<file path="config.mk">
export PLATFORM = sky130hd
export DESIGN_NAME = softrst_flush_ctrl
export DESIGN_NICKNAME = d
export VERILOG_FILES = /design/src/rtl/srf_pkg.sv /design/src/rtl/srf_req_unit.sv /design/src/rtl/srf_decode.sv /design/src/rtl/srf_side_regs.sv /design/src/rtl/softrst_flush_ctrl.sv
export SDC_FILE = /design/constraint.sdc
export NUM_CORES = 1
export LEC_CHECK = 0
export CELL_PAD_IN_SITES_DETAIL_PLACEMENT = 1
export CELL_PAD_IN_SITES_GLOBAL_PLACEMENT = 2
export CORE_MARGIN = 5
export CORE_UTILIZATION = 21
export DETAILED_ROUTE_END_ITERATION = 6
export PLACE_DENSITY_LB_ADDON = 0.1
export SKIP_LAST_GASP = 1
export SYNTH_ARGS = -nofsm -noshare
export SYNTH_HDL_FRONTEND = slang
export SYNTH_SLANG_ARGS = --single-unit
</file>
<file path="constraint.sdc">
create_clock -name clk -period 1.75 [get_ports clk]
set_clock_uncertainty 0.15 [all_clocks]
set_input_delay 0.4375 -clock clk [delete_from_list [all_inputs] [get_ports clk]]
set_output_delay 0.4375 -clock clk [all_outputs]
set_load 0.005 [all_outputs]
</file>
<file path="src/rtl/srf_pkg.sv">
package srf_pkg;
  localparam int REG_W     = 32;
  localparam int CORE_BIT  = 0;
  localparam int BUS_BIT   = 1;
  localparam int FRM_BIT   = 2;
  localparam int RXF_BIT   = 4;
  localparam int TXF_BIT   = 5;
  localparam int TXN_LSB   = 6;
  localparam int IDLE_BIT  = 31;

  typedef enum logic {
    UNIT_IDLE = 1'b0,
    UNIT_BUSY = 1'b1
  } unit_st_e;
endpackage

</file>
<file path="src/rtl/srf_req_unit.sv">
module srf_req_unit
  import srf_pkg::*;
#(
  parameter int LIMIT    = 8,
  parameter int USE_DONE = 0
) (
  input  logic clk,
  input  logic rst_n,
  input  logic start_i,
  input  logic abort_i,
  input  logic done_i,
  output logic busy_o
);
  localparam int CNT_W = (LIMIT > 1) ? $clog2(LIMIT) : 1;
  localparam logic [CNT_W-1:0] LAST_CNT = CNT_W'(LIMIT - 1);

  unit_st_e         st_q, st_d;
  logic [CNT_W-1:0] cnt_q, cnt_d;
  logic             st_en, cnt_en;
  logic             done_hit, at_last;

  assign done_hit = done_i & (USE_DONE != 0);
  assign at_last  = (cnt_q == LAST_CNT);

  always_comb begin
    st_d   = st_q;
    cnt_d  = cnt_q;
    st_en  = 1'b0;
    cnt_en = 1'b0;
    if (abort_i) begin
      st_d   = UNIT_IDLE;
      st_en  = 1'b1;
    end else if (st_q == UNIT_BUSY) begin
      if (done_hit || at_last) begin
        st_d  = UNIT_IDLE;
        st_en = 1'b1;
      end else begin
        cnt_d  = cnt_q + 1'b1;
        cnt_en = 1'b1;
      end
    end else if (start_i) begin
      st_d   = UNIT_BUSY;
      st_en  = 1'b1;
      cnt_d  = '0;
      cnt_en = 1'b1;
    end
  end

  always_ff @(posedge clk or negedge rst_n) begin
    if (!rst_n) begin
      st_q <= UNIT_IDLE;
    end else if (st_en) begin
      st_q <= st_d;
    end
  end

  always_ff @(posedge clk or negedge rst_n) begin
    if (!rst_n) begin
      cnt_q <= '0;
    end else if (cnt_en) begin
      cnt_q <= cnt_d;
    end
  end

  assign busy_o = (st_q == UNIT_BUSY);
endmodule

</file>
<file path="src/rtl/srf_decode.sv">
module srf_decode
  import srf_pkg::*;
(
  input  logic             wr_en,
  input  logic [REG_W-1:0] wr_data,
  input  logic             core_busy_i,
  input  logic             tx_busy_i,
  input  logic             rx_busy_i,
  output logic             core_start_o,
  output logic             bus_start_o,
  output logic             tx_start_o,
  output logic             rx_start_o,
  output logic             frm_req_o
);
  logic wr_ok, plain_ok;

  always_comb begin
    wr_ok        = wr_en & ~core_busy_i;
    core_start_o = wr_ok & wr_data[CORE_BIT];
    plain_ok     = wr_ok & ~wr_data[CORE_BIT];
    bus_start_o  = plain_ok & wr_data[BUS_BIT];
    tx_start_o   = plain_ok & wr_data[TXF_BIT] & ~tx_busy_i;
    rx_start_o   = plain_ok & wr_data[RXF_BIT] & ~rx_busy_i;
    frm_req_o    = plain_ok & wr_data[FRM_BIT];
  end
endmodule

</file>
<file path="src/rtl/srf_side_regs.sv">
module srf_side_regs #(
  parameter int TXN_W = 5
) (
  input  logic             clk,
  input  logic             rst_n,
  input  logic             core_start_i,
  input  logic             tx_start_i,
  input  logic [TXN_W-1:0] txn_i,
  input  logic             frm_req_i,
  output logic [TXN_W-1:0] txn_o,
  output logic             frm_o
);
  logic [TXN_W-1:0] txn_q, txn_d;
  logic             txn_en;
  logic             frm_q;

  always_comb begin
    txn_d  = txn_q;
    txn_en = 1'b0;
    if (core_start_i) begin
      txn_d  = '0;
      txn_en = 1'b1;
    end else if (tx_start_i) begin
      txn_d  = txn_i;
      txn_en = 1'b1;
    end
  end

  always_ff @(posedge clk or negedge rst_n) begin
    if (!rst_n) begin
      txn_q <= '0;
    end else if (txn_en) begin
      txn_q <= txn_d;
    end
  end

  always_ff @(posedge clk or negedge rst_n) begin
    if (!rst_n) begin
      frm_q <= 1'b0;
    end else begin
      frm_q <= frm_req_i;
    end
  end

  assign txn_o = txn_q;
  assign frm_o = frm_q;
endmodule

</file>
<file path="src/rtl/softrst_flush_ctrl.sv">
module softrst_flush_ctrl
  import srf_pkg::*;
#(
  parameter int FLUSH_LEN   = 8,
  parameter int RST_TIMEOUT = 16,
  parameter int TXN_W       = 5
) (
  input  logic             clk,
  input  logic             rst_n,
  input  logic             wr_en,
  input  logic [31:0]      wr_data,
  input  logic             master_idle_i,
  input  logic             core_done_i,
  input  logic             bus_done_i,
  output logic [31:0]      rd_data,
  output logic             core_rst_o,
  output logic             bus_rst_o,
  output logic             txf_flush_o,
  output logic [TXN_W-1:0] txf_num_o,
  output logic             rxf_flush_o,
  output logic             frm_rst_o
);
  localparam int N_UNITS = 4;
  localparam int U_CORE  = 0;
  localparam int U_BUS   = 1;
  localparam int U_TX    = 2;
  localparam int U_RX    = 3;

  logic [N_UNITS-1:0] start_v, abort_v, done_v, busy_v;
  logic               core_start, bus_start, tx_start, rx_start, frm_req;
  logic [TXN_W-1:0]   txn_q;
  logic               frm_q;

  srf_decode u_dec (
    .wr_en       (wr_en),
    .wr_data     (wr_data),
    .core_busy_i (busy_v[U_CORE]),
    .tx_busy_i   (busy_v[U_TX]),
    .rx_busy_i   (busy_v[U_RX]),
    .core_start_o(core_start),
    .bus_start_o (bus_start),
    .tx_start_o  (tx_start),
    .rx_start_o  (rx_start),
    .frm_req_o   (frm_req)
  );

  assign start_v = {rx_start, tx_start, bus_start, core_start};
  assign abort_v = {core_start, core_start, core_start, 1'b0};
  assign done_v  = {1'b0, 1'b0, bus_done_i, core_done_i};

  for (genvar g = 0; g < N_UNITS; g++) begin : g_unit
    localparam bit IS_RST = (g == U_CORE) || (g == U_BUS);
    srf_req_unit #(
      .LIMIT    (IS_RST ? RST_TIMEOUT : FLUSH_LEN),
      .USE_DONE (IS_RST ? 1 : 0)
    ) u_unit (
      .clk    (clk),
      .rst_n  (rst_n),
      .start_i(start_v[g]),
      .abort_i(abort_v[g]),
      .done_i (done_v[g]),
      .busy_o (busy_v[g])
    );
  end

  srf_side_regs #(.TXN_W(TXN_W)) u_side (
    .clk         (clk),
    .rst_n       (rst_n),
    .core_start_i(core_start),
    .tx_start_i  (tx_start),
    .txn_i       (wr_data[TXN_LSB +: TXN_W]),
    .frm_req_i   (frm_req),
    .txn_o       (txn_q),
    .frm_o       (frm_q)
  );

  always_comb begin
    rd_data                      = '0;
    rd_data[CORE_BIT]            = busy_v[U_CORE];
    rd_data[BUS_BIT]             = busy_v[U_BUS];
    rd_data[FRM_BIT]             = frm_q;
    rd_data[RXF_BIT]             = busy_v[U_RX];
    rd_data[TXF_BIT]             = busy_v[U_TX];
    rd_data[TXN_LSB +: TXN_W]    = txn_q;
    rd_data[IDLE_BIT]            = master_idle_i & ~busy_v[U_CORE] & ~busy_v[U_BUS];
  end

  assign core_rst_o  = busy_v[U_CORE];
  assign bus_rst_o   = busy_v[U_BUS];
  assign txf_flush_o = busy_v[U_TX];
  assign rxf_flush_o = busy_v[U_RX];
  assign txf_num_o   = txn_q;
  assign frm_rst_o   = frm_q;
endmodule

</file>
Word level (Yosys, flattened, before mapping). Cells that the tools add are included.

Bitwise gates (word level): 17. Reductions and logical operators: 12. Muxes and demuxes: 41. Add/sub/neg operators: 4. Equal/unequal tests: 8.

Operators by type and width (count): 1-bit two-way mux (27); 4-bit two-way mux (6); 3-bit two-way mux (6); 4-bit AND reduction (3); 1-bit bitwise AND (11); 5-bit two-way mux (2); 2-bit nonzero test (5); 4-bit by 1-bit adder with 4-bit output (second input constant) (2); 4-bit equality test (second input constant) (2); 2-bit != test (second input constant) (4); 3-bit by 1-bit adder with 3-bit output (second input constant) (2); 3-bit equality test (second input constant) (2); 1-bit inverter (6); 3-bit AND reduction (1); 1-bit logical OR (2); 2-bit AND reduction (1).

Bits of input ports: 38. Register bits after elaboration: 24.

Logic depth before layout (Yosys ltp).
Word-level depth: 9. Gate-level depth with buffers: 6. Gate-level depth less buffers: 6.

Hierarchy. Synthesis repeated with hierarchy kept, for this count alone.

Cell total of the unflattened synthesis: 153. Area total of the unflattened synthesis: 1564.0 sq um.

By module, submodules not included: srf_req_unit at g_unit[0].u_unit ... (cells each 31, times used 2, area each 295.3 sq um, sequential area each 125.1 sq um); srf_req_unit at g_unit[2].u_unit ... (cells each 17, times used 2, area each 220.2 sq um, sequential area each 100.1 sq um); softrst_flush_ctrl (cells each 33, times used 1, area each 249.0 sq um, sequential area each 0.0 sq um); srf_side_regs (cells each 17, times used 1, area each 230.2 sq um, sequential area each 150.1 sq um); srf_decode (cells each 7, times used 1, area each 53.8 sq um, sequential area each 0.0 sq um).

Worst setup path before layout. No wires, ideal clock.

Path kind: register to register. From: register g_unit[2].u_unit.cnt_q[0]. To: register g_unit[2].u_unit.cnt_q[0]. Period minus slack after synthesis: 1.626 ns. Arrival: 1.351 ns. Stages on the path, launching flop included: 6. Path slack: 0.124 ns. Required time: 1.475 ns. Library setup time: 0.125 ns. Cell sequence: dfrtp_1 ha_1 ha_1 nor3b_4 nor2_2 mux2_4.

Longest elaborated chain between the ends: 5. Elaborated cells between the ends (all ways): 9. Those cells by class: add/sub: 1; eq/ne: 2; mux: 5; reduce/logical: 1.

Ends and longest elaborated chain: start: declaration (RTL line srf_req_unit.sv:18) `logic [CNT_W-1:0] cnt_q, cnt_d;`; start signal: assignment (RTL line srf_req_unit.sv:61) `cnt_q <= cnt_d;`; 3-bit equality test (RTL line srf_req_unit.sv:23) `assign at_last = (cnt_q == LAST_CNT);`; 1-bit two-way mux (RTL line srf_req_unit.sv:34) `if (done_hit || at_last) begin`; 1-bit two-way mux (RTL line srf_req_unit.sv:33) `end else if (st_q == UNIT_BUSY) begin`; 1-bit two-way mux (RTL line srf_req_unit.sv:30) `if (abort_i) begin`; 4-bit AND reduction (no source line).

Parallel ways exist; a longest one is shown, timed or not. The select of a mux whose other input is x is not followed. A chain may end at the register's enable or synchronous reset.

Final worst setup path.
From: register g_unit[1].u_unit.st_q. To: output rd_data[31].

Longest elaborated chain between the ends: 2.

Ends and longest elaborated chain: start: declaration (RTL line srf_req_unit.sv:17) `unit_st_e st_q, st_d;`; start signal: assignment (RTL line srf_req_unit.sv:53) `st_q <= st_d;`; 1-bit inverter (RTL line softrst_flush_ctrl.sv:85) `rd_data[IDLE_BIT] = master_idle_i & ~busy_v[U_CORE] & ~busy_v[U_BUS];`; 1-bit bitwise AND (RTL line softrst_flush_ctrl.sv:85); end: declaration (RTL line softrst_flush_ctrl.sv:15) `output logic [31:0] rd_data,`.

Every way passes these cells.

==> out/metrics.cfg <==
[setup_path]
r2r-end = g_unit[1].u_unit.cnt_q[0]
arrival_ns = 1.10
cp-end-kind = output pin
rrSetupSlack_ns = 0.07
required_ns = 1.16
reg2reg_depth = 5
crit_fanout = 2
startpoint_type = flop
critical_path_class = flop to output pin
reg2reg_from = g_unit[1].u_unit.cnt_q[1]

[floorplan]
die_w_um = 92.6
die_y_um = 92.6
core_um2 = 6720
start_util_pct = 21.3
io_pins = 80
dieArea_um2 = 8570
rows = 30

[sta]
maxSlewViolCount = 0
fmax_ghz = 0.594
final-setup-viol-count = 0
hold_viol_final = 0
rsz0062_at_grt = true
fin_hold_ws_ns = 0.369
fin_crit_ns = 1.68
fin_crit_sh_pct = 96.2

[synth]
netlist.area_leader.share_pct = 42.0
muxShareOfSynthArea_pct = 2.45
synthFlopType = dfrtp_1
seq_area_frac_synth_pct = 42.0
synth_area_um2 = 1430
synth_area_leaders = dfrtp_1, buf_4, ha_1
syn_area_per_cell_um2 = 9.87
ys_seq_elements = 24
synth_fa_ha_area_share_pct = 5.24
synth_compound_area_share_pct = 12.3
synthArstFlopShare_pct = 100
synthDistinctLibCells = 36
synthXorXnorAreaFrac_pct = 0.612
synth_top_family_by_area = buffers and inverters
synth_cells = 145
yosysTopAreaCell = dfrtp_1
yosys.area_share.simple_pct = 17.6
ys_warn_count = 0
synth-edff-count = 0

[global_route]
grt_pass1_vias = 1226
grt_pass1_wl_um = 6130
overflow = 0
antenna_found_initial = 0
grt_max_degree = 25
grt_use_total_pct = 9.04

[detailed_routing]
post_drt_wl_per_cell_um = 13.3
detail-route-antenna-nets = 0
drc = 0
viasPerCell = 4.04
dr.pass1.iters = 2
drt_iter0_markers = 20
vias = 1136
postRouteWirelength_um = 3740

[final_layout]
areaGrowthSynthToFinish_pct = 43.1
antenna_cells = 0
finish.utilization_pct = 30.5
drive_above_1_share_pct = 22.9
fillCellCount = 776
layout.area.seq_um2 = 603
nets = 246
multi_input_area_um2 = 634

[clocking]
cts.sinks = 24
cts-htree-levels = 1
clk_latency_ns = 0.27
cts_tree = built
cts_made_buffers = 3
root_buffer = clkbuf_8
clkTransAtPathRegs_ns = 0.10
clk_path_buf_depth = 2

[worst_hold_path]
holdPathStages = 1
min_to = g_unit[2].u_unit.cnt_q[1]
hp-class = flop to flop
hold_path_startpoint = g_unit[2].u_unit.cnt_q[1]

[pwr]
cellPowerDensity_nw_per_um2 = 1080
p_leak_nw = 1.16
peakVddDrop_v = 0.000291

[place]
io_buffers = 36
dpl.hpwl_um = 2890
place_congestion = 0.729

[status]
outcome = finished, final reports clean

[run]
cap_violations = 0

==> sequential cells by signal, indices dropped and copies added (netlist names) <==
signal / cells
g_unit.u_unit.busy_o: 4
u_side.txn_o: 5
u_side.frm_o: 1
g_unit.u_unit.cnt_q: 14
==> through the flow <==
| step | instances | setup TNS, ns | total power [mW] | area, um^2 | setup WS [ns] |
|---|---|---|---|---|---|
| after floorplan | 165 | 0 | 1.32 | 1510 | 0.124 |
| after global placement | 262 | -5.21 | 1.62 | 1830 | -0.422 |
| after detailed placement | 262 | -5.40 | 1.66 | 1830 | -0.439 |
| after CTS | 278 | -0.0356 | 2.23 | 1980 | -0.0356 |
| after global routing | 281 | -0.0424 | 2.39 | 2050 | -0.0337 |
| final | 281 | 0 | 2.21 | 2050 | 0.0671 |
==> critical path, cell delays in order, from the launching register on <==
cell and delay, ns:
dfrtp_1 0.40, buf_4 0.14, nor3b_2 0.16, buf_2 0.14
==> layer usage <==
metal  global-route usage [%]  up-vias  routed length, um
li1                         -      555                  -
met1                     10.6      555               1490
met2                     16.6       24               2040
met3                     1.46        2                156
met4                     2.97        0                 43
met5                        0        -                  0
==> cell usage in the layout (no fill, tap or decap), types with 2 or more instances in the layout <==
| cell type | synthesis | layout |
|---|---|---|
| dfrtp_1 | 24 | 22 |
| clkdlybuf4s50_1 | 0 | 12 |
| nand3_1 | 6 | 6 |
| mux2i_1 | 2 | 2 |
| o21ai_0 | 9 | 9 |
| nand2_1 | 17 | 16 |
| dlymetal6s2s_1 | 0 | 9 |
| buf_6 | 1 | 4 |
| a22o_1 | 5 | 5 |
| a21o_1 | 3 | 3 |
| a21oi_1 | 2 | 2 |
| nand3b_1 | 2 | 2 |
| conb_1 | 1 | 21 |
| inv_1 | 7 | 7 |
| dlygate4sd2_1 | 0 | 14 |
| nor2_1 | 3 | 3 |
| buf_4 | 31 | 25 |
| and3_1 | 2 | 2 |
| o41ai_1 | 2 | 2 |
| nor2b_1 | 2 | 2 |
| dfrtp_2 | 0 | 2 |
| ha_1 | 6 | 6 |
| clkbuf_8 | 0 | 3 |
==> cells by family (layout without fill, tap and decap cells) <==
| kind of cell | after synthesis | after routing |
|---|---|---|
| DFF | 24 | 24 |
| xor gates and xnor gates | 1 | 1 |
| other | 1 | 21 |
| buffers and inverters | 41 | 77 |
| AOI/OAI and AO/OA | 26 | 26 |
| and+or+nand+nor | 43 | 43 |
| adders and majority gates | 6 | 6 |
| muxes | 3 | 3 |
==> cell type report <==
class / instances / area share [%]
Sequential cell: 24 / 29.4
Tap cell: 80 / 4.89
Inverter: 7 / 1.28
Clock inverter: 1 / 1.47
Multi-Input combinational cell: 100 / 31.0
Clock buffer: 3 / 2.02
Timing Repair Buffer: 66 / 29.9
==> how the worst max path moves through the flow <==
| stage | startpoint | end |
|---|---|---|
| 5_1_grt | g_unit[1].u_unit.cnt_q[0] | g_unit[1].u_unit.cnt_q[0] |
| 3_5_place_dp | master_idle_i | rd_data[31] |
| 4_1_cts | master_idle_i | rd_data[31] |
| 3_3_place_gp | master_idle_i | rd_data[31] |
| 6_report | g_unit[1].u_unit.busy_o | rd_data[31] |
| 2_1_floorplan | g_unit[2].u_unit.cnt_q[0] | g_unit[2].u_unit.cnt_q[0] |
==> timing repair <==
action,CTS,global route
setup buffers,12,3
resized for setup,23,13
setup endpoints to repair,20,15
hold buffers,0,0
cloned,0,0
pin swaps,2,4
==> Yosys cell counts, types with 2 or more instances <==
cell type / count
buf_4: 31
dfrtp_1: 24
nand2_1: 17
o21ai_0: 9
inv_1: 7
ha_1: 6
nand3_1: 6
a22o_1: 5
a21o_1: 3
nor2_1: 3
a21oi_1: 2
and3_1: 2
buf_2: 2
mux2i_1: 2
nand3b_1: 2
nor2b_1: 2
nor3b_1: 2
o41ai_1: 2
==> report_power, final <==
group | leakage (nW) | internal [mW] | switching [mW]
clock | 0.0357 | 0.306 | 0.198
combinational | 0.815 | 0.515 | 0.363
sequential | 0.312 | 0.711 | 0.113
total | 1.16 | 1.53 | 0.673
No activity file was read; power rests on OpenSTA's default activity.
